<file path="src/rtl/spi_regfront_pkg.sv">
package spi_regfront_pkg;

    localparam int DEPTH_DEF = 8;
    localparam int DATA_W    = 32;
    localparam int ADDR_W    = 6;
    localparam int TH_W      = 4;
    localparam int NUM_CFG   = 4;

    typedef enum logic [ADDR_W-1:0] {
        A_CTL  = 6'h00,
        A_CLK  = 6'h04,
        A_TXW  = 6'h08,
        A_RXW  = 6'h0C,
        A_FRM  = 6'h10,
        A_STAT = 6'h14,
        A_IE   = 6'h18,
        A_ISC  = 6'h1C,
        A_FCTL = 6'h20,
        A_DATA = 6'h24
    } reg_addr_e;

    // flag / enable bit positions
    localparam int B_TC     = 4;
    localparam int B_RC     = 3;
    localparam int B_DRQ_TX = 2;
    localparam int B_DRQ_RX = 1;
    localparam int B_OVR    = 0;
    localparam int B_RDY    = 9;
    localparam int B_BUSY   = 7;
    localparam int B_TXFL   = 12;
    localparam int B_RXFL   = 4;

    typedef struct packed {
        logic tc;
        logic rc;
        logic ovr;
    } irq_flags_t;

    function automatic irq_flags_t pick_flags(input logic [DATA_W-1:0] w);
        irq_flags_t f;
        f.tc  = w[B_TC];
        f.rc  = w[B_RC];
        f.ovr = w[B_OVR];
        return f;
    endfunction

endpackage

</file>
<file path="src/rtl/spi_rf_fifo.sv">
module spi_rf_fifo #(
    parameter int W     = 32,
    parameter int DEPTH = 8,
    localparam int PW   = (DEPTH > 1) ? $clog2(DEPTH) : 1,
    localparam int LW   = $clog2(DEPTH + 1)
) (
    input  logic          clk,
    input  logic          rst,
    input  logic          flush,
    input  logic          push,
    input  logic [W-1:0]  pdata,
    input  logic          pop,
    output logic [W-1:0]  head,
    output logic [LW-1:0] count,
    output logic          full,
    output logic          empty
);
    logic [W-1:0]  mem [DEPTH];
    logic [PW-1:0] wptr, rptr;
    logic          push_ok, pop_ok;

    function automatic logic [PW-1:0] nxt(input logic [PW-1:0] p);
        return (p == PW'(DEPTH - 1)) ? '0 : p + PW'(1);
    endfunction

    assign full    = (count == LW'(DEPTH));
    assign empty   = (count == '0);
    assign push_ok = push && !full;
    assign pop_ok  = pop && !empty;
    assign head    = mem[rptr];

    always_ff @(posedge clk) begin
        if (push_ok && !flush) mem[wptr] <= pdata;
    end

    always_ff @(posedge clk) begin
        if (rst || flush) begin
            wptr  <= '0;
            rptr  <= '0;
            count <= '0;
        end else begin
            if (push_ok) wptr <= nxt(wptr);
            if (pop_ok)  rptr <= nxt(rptr);
            count <= count + LW'(push_ok) - LW'(pop_ok);
        end
    end
endmodule

</file>
<file path="src/rtl/spi_rf_irq.sv">
module spi_rf_irq
    import spi_regfront_pkg::*;
(
    input  logic       clk,
    input  logic       rst,
    input  irq_flags_t set_f,
    input  irq_flags_t clr_f,
    input  irq_flags_t mask_f,
    output irq_flags_t flags,
    output logic       irq
);
    always_ff @(posedge clk) begin
        if (rst) flags <= '0;
        else     flags <= (flags & ~clr_f) | set_f;
    end

    assign irq = |(flags & mask_f);
endmodule

</file>
<file path="src/rtl/spi_regfront.sv">
module spi_regfront
    import spi_regfront_pkg::*;
#(
    parameter int DEPTH = DEPTH_DEF,
    localparam int LW   = $clog2(DEPTH + 1)
) (
    input  logic              clk,
    input  logic              rst,
    input  logic              bus_wr,
    input  logic              bus_rd,
    input  logic [ADDR_W-1:0] bus_addr,
    input  logic [DATA_W-1:0] bus_wdata,
    output logic [DATA_W-1:0] bus_rdata,
    output logic              ctl_en,
    output logic [DATA_W-1:0] cfg_clk,
    output logic [DATA_W-1:0] cfg_txword,
    output logic [DATA_W-1:0] cfg_rxword,
    output logic [DATA_W-1:0] cfg_frame,
    output logic [DATA_W-1:0] eng_tx_data,
    output logic              eng_tx_valid,
    input  logic              eng_tx_ready,
    input  logic [DATA_W-1:0] eng_rx_data,
    input  logic              eng_rx_valid,
    input  logic              eng_busy,
    output logic              irq,
    output logic              dreq_tx,
    output logic              dreq_rx
);
    logic              en_q;
    logic [4:0]        ie_q;
    logic [TH_W-1:0]   txth_q, rxth_q;
    logic [DATA_W-1:0] cfg_q [NUM_CFG];

    logic [LW-1:0]     tx_cnt, rx_cnt;
    logic              tx_full, tx_empty, rx_full, rx_empty;
    logic [DATA_W-1:0] rx_head;
    logic              wr_data, rd_data, wr_fctl, wr_isc;
    logic              tx_flush, rx_flush, tx_pop, rx_push, rx_ready;
    irq_flags_t        flags, set_f, clr_f, mask_f;
    logic [DATA_W-1:0] rd_mux;

    assign wr_data  = bus_wr && (bus_addr == A_DATA);
    assign rd_data  = bus_rd && (bus_addr == A_DATA);
    assign wr_fctl  = bus_wr && (bus_addr == A_FCTL);
    assign wr_isc   = bus_wr && (bus_addr == A_ISC);
    assign tx_flush = wr_fctl && bus_wdata[B_TXFL];
    assign rx_flush = wr_fctl && bus_wdata[B_RXFL];

    assign eng_tx_valid = en_q && !tx_empty;
    assign tx_pop       = eng_tx_valid && eng_tx_ready;
    assign rx_push      = en_q && eng_rx_valid;
    assign rx_ready     = (rxth_q != '0) && (32'(rx_cnt) >= 32'(rxth_q));

    // control registers
    always_ff @(posedge clk) begin
        if (rst) begin
            en_q   <= 1'b0;
            ie_q   <= '0;
            txth_q <= '0;
            rxth_q <= '0;
        end else if (bus_wr) begin
            case (bus_addr)
                A_CTL:  en_q <= bus_wdata[0];
                A_IE:   ie_q <= bus_wdata[4:0];
                A_FCTL: begin
                    txth_q <= bus_wdata[8 +: TH_W];
                    rxth_q <= bus_wdata[0 +: TH_W];
                end
                default: ;
            endcase
        end
    end

    // pass-through configuration bank
    for (genvar g = 0; g < NUM_CFG; g++) begin : g_cfg
        localparam logic [ADDR_W-1:0] CFG_ADDR = ADDR_W'(int'(A_CLK) + 4 * g);
        always_ff @(posedge clk) begin
            if (rst)                                  cfg_q[g] <= '0;
            else if (bus_wr && bus_addr == CFG_ADDR)  cfg_q[g] <= bus_wdata;
        end
    end
    assign cfg_clk    = cfg_q[0];
    assign cfg_txword = cfg_q[1];
    assign cfg_rxword = cfg_q[2];
    assign cfg_frame  = cfg_q[3];

    spi_rf_fifo #(.W(DATA_W), .DEPTH(DEPTH)) u_txq (
        .clk(clk), .rst(rst), .flush(tx_flush),
        .push(wr_data), .pdata(bus_wdata), .pop(tx_pop),
        .head(eng_tx_data), .count(tx_cnt), .full(tx_full), .empty(tx_empty)
    );

    spi_rf_fifo #(.W(DATA_W), .DEPTH(DEPTH)) u_rxq (
        .clk(clk), .rst(rst), .flush(rx_flush),
        .push(rx_push), .pdata(eng_rx_data), .pop(rd_data),
        .head(rx_head), .count(rx_cnt), .full(rx_full), .empty(rx_empty)
    );

    // flag sources
    assign set_f.tc  = tx_pop && (tx_cnt == LW'(1)) && !wr_data;
    assign set_f.rc  = rx_ready;
    assign set_f.ovr = rx_push && rx_full;
    assign clr_f     = wr_isc ? pick_flags(bus_wdata) : '0;
    assign mask_f    = pick_flags({27'd0, ie_q});

    spi_rf_irq u_irq (
        .clk(clk), .rst(rst), .set_f(set_f), .clr_f(clr_f),
        .mask_f(mask_f), .flags(flags), .irq(irq)
    );

    assign dreq_tx = ie_q[B_DRQ_TX] && en_q && (32'(tx_cnt) <= 32'(txth_q));
    assign dreq_rx = ie_q[B_DRQ_RX] && rx_ready;
    assign ctl_en  = en_q;

    // read path
    always_comb begin
        rd_mux = '0;
        case (bus_addr)
            A_CTL:  rd_mux[0] = en_q;
            A_STAT: begin
                rd_mux[B_BUSY] = eng_busy || !tx_empty;
                rd_mux[0]      = !rx_empty;
            end
            A_IE:   rd_mux[4:0] = ie_q;
            A_ISC:  begin
                rd_mux[B_RDY] = rx_ready;
                rd_mux[B_TC]  = flags.tc;
                rd_mux[B_RC]  = flags.rc;
                rd_mux[B_OVR] = flags.ovr;
            end
            A_FCTL: begin
                rd_mux[8 +: TH_W] = txth_q;
                rd_mux[0 +: TH_W] = rxth_q;
            end
            A_DATA: rd_mux = rx_empty ? '0 : rx_head;
            default: begin
                for (int i = 0; i < NUM_CFG; i++)
                    if (bus_addr == ADDR_W'(int'(A_CLK) + 4 * i)) rd_mux = cfg_q[i];
            end
        endcase
    end

    always_ff @(posedge clk) begin
        if (rst)         bus_rdata <= '0;
        else if (bus_rd) bus_rdata <= rd_mux;
    end
endmodule

</file>
<file path="config.mk">
export PLATFORM = sky130hd
export DESIGN_NAME = spi_regfront
export DESIGN_NICKNAME = d
export VERILOG_FILES = /design/src/rtl/spi_regfront_pkg.sv /design/src/rtl/spi_rf_fifo.sv /design/src/rtl/spi_rf_irq.sv /design/src/rtl/spi_regfront.sv
export SDC_FILE = /design/constraint.sdc
export NUM_CORES = 1
export LEC_CHECK = 0
export BUFFER_PORTS_ARGS = -buffer_cell sky130_fd_sc_hd__clkbuf_2
export CORE_MARGIN = 4
export CORE_UTILIZATION = 55
export CTS_CLUSTER_SIZE = 12
export DETAILED_ROUTE_END_ITERATION = 10
export GPL_TIMING_DRIVEN = 0
export PLACE_DENSITY = 0.75
export SYNTH_ARGS = -nofsm -noshare
export SYNTH_HDL_FRONTEND = slang
export SYNTH_SLANG_ARGS = --single-unit
</file>
<file path="constraint.sdc">
create_clock -name clk -period 4.75 [get_ports clk]
set_input_delay 0.475 -clock clk [delete_from_list [all_inputs] [get_ports clk]]
set_output_delay 0.475 -clock clk [all_outputs]
set_load 0.05 [all_outputs]
</file>
# == After elaboration in Yosys (flattened, before gate mapping) ==
# Memories as Yosys holds them, arrays and structs flattened. A register that Yosys moved wholly into a read port is not among the register bits.
# Index checks and enable logic that the tools add are counted.
# word_totals
mem_bits_rw,640
in_bits,77
output_inout_bits,197
n_memories,3
wordCells,148
regBits,69
# classes
n_mux,46
n_addsub,8
reduce_logical,51
magnitude_cmp,2
bitwise_logic,8
n_eq_ne,16
# mem_list
memory,words,word_bits,rd,rd_clocked_by_memory_dff,wr,line_no,source
u_rxq.mem,8,32,1,1,1,spi_rf_fifo.sv:18,logic [W-1:0] mem [DEPTH];
u_txq.mem,8,32,1,1,1,spi_rf_fifo.sv:18,
cfg_q,4,32,4,0,4,spi_regfront.sv:32,logic [DATA_W-1:0] cfg_q [NUM_CFG];
# ops
cell,n
$mux W32,9
$pmux W20 S2,1
$mux W3,9
$logic_and A1 B1 Y1,26
$eq A6 B5 Y1 const B,4
$mux W1,18
$add A3 B1 Y3 const B,4
$eq A3 B3 Y1 const B,4
$eq A6 B4 Y1 const B,2
$eq A6 B6 Y1 const B,2
$reduce_or A3 Y1,4
$add A4 B1 Y4,2
$eq A4 B4 Y1 const B,2
$logic_not A4 Y1,2
$pmux W1 S4,2
$pmux W2 S4,1
$reduce_or A4 Y1,2
$sub A4 B1 Y4,2
$logic_not A1 Y1,7
$and A3 B3 Y3,2
$eq A6 B3 Y1 const B,1
$logic_not A6 Y1,1
$pmux W1 S3,2
$pmux W1 S6,1
other kinds (14),21

# == Longest topological paths before layout ==
# depth
word_depth,7
mapped_depth,13
ltp_nobuf,12

# == Hierarchy ==
# Synthesis repeated with hierarchy kept, for this count alone.
# unflattened
hier_cells,1625
hier_area_um2,29338.1
# by_module_without_submodules
mod,seq_area_each_um2,cells_each,n_inst,area_each_um2
spi_rf_fifo (u_rxq),7947.6,450,1,10470.0
spi_rf_fifo (u_txq),7947.6,450,1,10465.0
spi_regfront,4764.6,711,1,8284.2
spi_rf_irq,60.1,14,1,118.9

# == Least setup slack after synthesis ==
# Ideal clock, no wire load.
# synth_path
path_type,input-to-reg
from,input port bus_addr[2]
to,"memory u_txq.mem[0][0], enable pin"
stages,6
path_buffers,1
path_slack_ns,0.551
t_arrival_ns,3.738
required_ns,4.289
setup_time_ns,0.461
path_cell_list,buf_4 > nor2b_1 > nand4_1 > a31oi_2 > nand2b_1 > nor3_1
# synth_between
word_cells_on_any_way,10
classes_between,2 x eq/ne; 2 x mux; 6 x reduce/logical
# synth_rtl
element,line_no,source
from (decl),spi_regfront.sv:11,"input logic [ADDR_W-1:0] bus_addr,"
$eq A6 B6 Y1,spi_regfront.sv:42,assign wr_data = bus_wr && (bus_addr == A_DATA);
$logic_and A1 B1 Y1,spi_regfront.sv:42,
$logic_and A1 B1 Y1,spi_rf_fifo.sv:28,assign push_ok = push && !full;
net u_txq.push_ok,spi_rf_fifo.sv:20,"logic push_ok, pop_ok;"
$logic_and A1 B1 Y1,spi_rf_fifo.sv:33,if (push_ok && !flush) mem[wptr] <= pdata;
$mux W1,spi_rf_fifo.sv:33,
$mux W1 (not written as such),spi_rf_fifo.sv:33,
to (decl),spi_rf_fifo.sv:18,
# The timed path passes the listed nets, and every way through them passes these cells.

==> flow_summary_export.csv <==
group,metric,value,unit
setup_path,arrival,3.04,ns
clock_tree,tritoncts,"done",
global_route,grt_use_total,0.279,
final_layout,diodes,0,
final_layout,fin_nets,2064,
final_layout,fin_area,33500,um^2
power,power,12.9,mW
synth,synth-xor-area-share,0.00153,
power,power_frac_seq,0.539,
clock_tree,hold_buffers,0,
global_route,grt_max_degree,33,
synth,synth_top_area_frac,0.673,
timing,finClkSkew,0.0300,ns
synth,synth_fa_ha_area_frac,0.0128,
synth,synth-seq-cells,715,
final_layout,area_growth,17.3,%
floorplanning,num_rows,83,
synth,seq_area_frac_synth,0.726,
setup_path,crit_top_cell,"clkbuf_1",
floorplanning,die_w,236,um
clock_tree,clk_latency,0.63,ns
clock_tree,cts_made_buffers,74,
global_route,antenna_found_initial,3,
min_path,hp-class,"in2reg",
power,switching_share,0.224,
timing,drv_slew,0,
clock_tree,cts_sinks,715,
setup_path,crit_fanout,10,
setup_path,cpPeakStageDelay,0.62,ns
synth,yosysWarnings,0,
power,p_int,10.0,mW
routing,vias,16816,
routing,drtAntennaViolNets,0,
final_layout,drive_above_1_share,0.324,
synth,yosysTopAreaCell,"edfxtp_1",
synth,postSynthNetCount,1691,
power,p_per_area,386,nW/um^2
global_route,grt_pass1_vias,16668,
routing,totalWireLength,78200,um
floorplanning,die_h,236,um
synth,synthMuxAreaShare,0.130,
setup_path,rr_worst_depth,7,
setup_path,reg2reg_slack,1.79,ns
timing,setup_viol,0,
setup_path,critPathSlowestCell,"clkbuf_1",
synth,dominantRegCellSynth,"edfxtp_1",
timing,post-route-min-period,3.52,ns
place,io_buffers,271,
routing,drt_iter0_markers,2097,
place,gp_congestion,0.955,
synth,synth_compound_area_frac,0.0477,
setup_path,critPathLaunchType,"register",
synth,syn_area_per_cell,18.0,um^2
timing,tightestPinTransition,1.13,ns
setup_path,cp_top_family,"buffers and inverters",
timing,rsz0062_at_grt,"false",
timing,hold_viol,0,
synth,netlist_area,28500,um^2
floorplanning,start_util,0.556,
clock_tree,clockBufferDepth,3,
min_path,whs_path_depth,1,
setup_path,worstSetupPathType,"reg2out",
floorplanning,coreArea,51300,um^2
setup_path,timing.rr.end,"u_txq.mem[0][23]",
timing,post-route-period-util,0.740,
final_layout,stdcell_count,2690,
global_route,grt_pass1_wl,114000,um
routing,drc,0,
timing,fmax,284,MHz
power,clockPowerShare,0.414,
synth,synth_cell_types,62,
synth,synth_edf_count,640,
setup_path,critPathRequiredTime,4.28,ns
setup_path,worstPathCellList,"clkbuf_1, clkbuf_1, mux4_2, mux2_2, clkbuf_2",
routing,firstDrtPassIters,9,
floorplanning,die_area,55600,um^2
synth,synth.most_common_cell,"edfxtp_1",
min_path,hp-start,"eng_rx_data[7]",
synth,netlist_top_cells_count,"640 x edfxtp_1, 128 x mux4_2, 121 x and2_1",
place,dp_hpwl,54100,um
setup_path,crit_path_end_kind,"primary output",
place,place_area,31300,um^2
clock_tree,cts_resized,0,
place,place_inst,2563,
synth,synth_area_leaders,"edfxtp_1 67%, mux4_2 10%, dfxtp_1 5.3%",
synth,synthSimpleGateAreaFrac,0.0613,
clock_tree,htreeDepth,3,
clock_tree,root_buffer,"clkbuf_16",
setup_path,r2r-start,"u_txq.count[2]",
timing,worst_slew_margin_rel,0.246,
synth,async_flop_share,0,
routing,wl_per_cell,29.1,um
power,irDropWorstVdd,0.279,mV
setup_path,path_buf_inv,3,
global_route,grt_overflow_total,0,
run,drv_cap,0,
min_path,worstHoldEndpoint,"u_rxq.mem[5][7]",
clock_tree,cts_post_setup_buffers_inserted,0,
routing,viasPerCell,6.25,
power,leakagePower,11.4,nW
synth,synth_top_family_by_area,"multiplexers",
synth,syn-instance-count,1586,
power,power.switching,2.89,mW
clock_tree,clk_pin_slew,0.06,ns
power,pwr-share-comb,0.047,
floorplanning,pin_count,274,
status,outcome,"finished clean",
[layer usage]
layer  global-route usage  part of all wire
met5                    0           0.00035
met4               0.0938             0.032
met3               0.0683              0.10
met2                0.426              0.47
met1                0.402              0.40
[worst register-to-register path: cells and delay by family (launching register included)]
family | cells | cell delay (ns)
adder cells (fa/ha/maj) | 1 | 0.22
flip-flops | 1 | 0.35
buffers and inverters | 3 | 0.54
AO/OA/AOI/OAI | 1 | 0.43
AND/OR/NAND/NOR | 2 | 1.12
[sequential cells by signal (all words and copies together), names as in the netlist, named ones only]
signal,cells
bus_rdata,32
cfg_q,128
ctl_en,1
ie_q,5
rxth_q,4
txth_q,4
u_irq.flags,3
u_rxq.count,4
u_rxq.mem,256
u_rxq.rptr,3
u_rxq.wptr,3
u_txq.count,4
u_txq.mem,256
u_txq.rptr,3
u_txq.wptr,3
[power groups by stage]
stage,Sequential [mW],Clock [mW],Combinational [mW]
2_1_floorplan,7.33,0,0.101
3_3_place_gp,7.10,0,0.589
3_5_place_dp,7.11,0,0.602
4_1_cts,6.97,5.40,0.603
5_1_grt,6.98,5.67,0.631
6_report,6.98,5.35,0.605
[worst max-delay path by stage]
stage | cells after the start | endpoint | start | slack (ns)
final | 5 | eng_tx_data[16] | register | 1.23
after global routing | 5 | eng_tx_data[9] | register | 1.07
after CTS | 5 | eng_tx_data[18] | register | 1.18
after detailed placement | 8 | u_txq.mem[0][23] | bus_addr[4] | 1.05
after global placement | 6 | u_txq.mem[4][21] | bus_addr[1] | -1.96
after floorplan | 6 | u_txq.mem[0][0] | bus_addr[2] | 0.55
[cells by family after synthesis]
group | count (synthesis)
fa+ha+maj | 28
simple gates | 321
xor+xnor | 5
compound gates | 192
mux | 204
flops | 715
buf+inv | 121
[final cells by class]
type | count | area, um^2
Fill cell | 3509 | 17800
Buffer | 92 | 470
Sequential cell | 715 | 20700
Inverter | 29 | 109
Tap cell | 680 | 851
Clock inverter | 20 | 156
Multi-Input combinational cell | 750 | 7350
Timing Repair Buffer | 297 | 1800
Clock buffer | 107 | 2030
[stage by stage]
step	setup WS [ns]	hold slack, ns	setup TNS [ns]	utilization
CTS	1.18	0.118	0	0.653
global placement	-1.96	0.471	-313.68	0.599
detailed placement	1.05	0.476	0	0.610
floorplan	0.551	0.450	0	-
finish	1.23	0.146	0	0.653
global route	1.07	0.150	0	0.653
[cell usage in the layout (no fill, tap or decap), drive strengths merged, types with 4 or more instances in the layout]
cell     synthesis  routed
a21o             8       8
a21oi           61      61
a221o           27      27
a221oi           8       8
a22oi           23      23
a311oi           6       6
and2           121     121
and3             4       4
buf             48      74
clkbuf          44     422
clkinv           0      15
dfxtp           75      75
edfxtp         640     640
ha              26      26
inv             29      33
mux2            60      60
mux2i           16      16
mux4           128     128
nand2           44      44
nand2b          11      11
nand3           13      13
nand4            4       4
nand4b           4       4
nor2            80      80
nor2b            5       5
nor3            15      15
nor3b            5       5
nor4             6       6
o211ai           7       7
o21ai           12      12
o2bb2ai          4       4
o31ai           17      17
No activity file was read; power rests on OpenSTA's default activity.
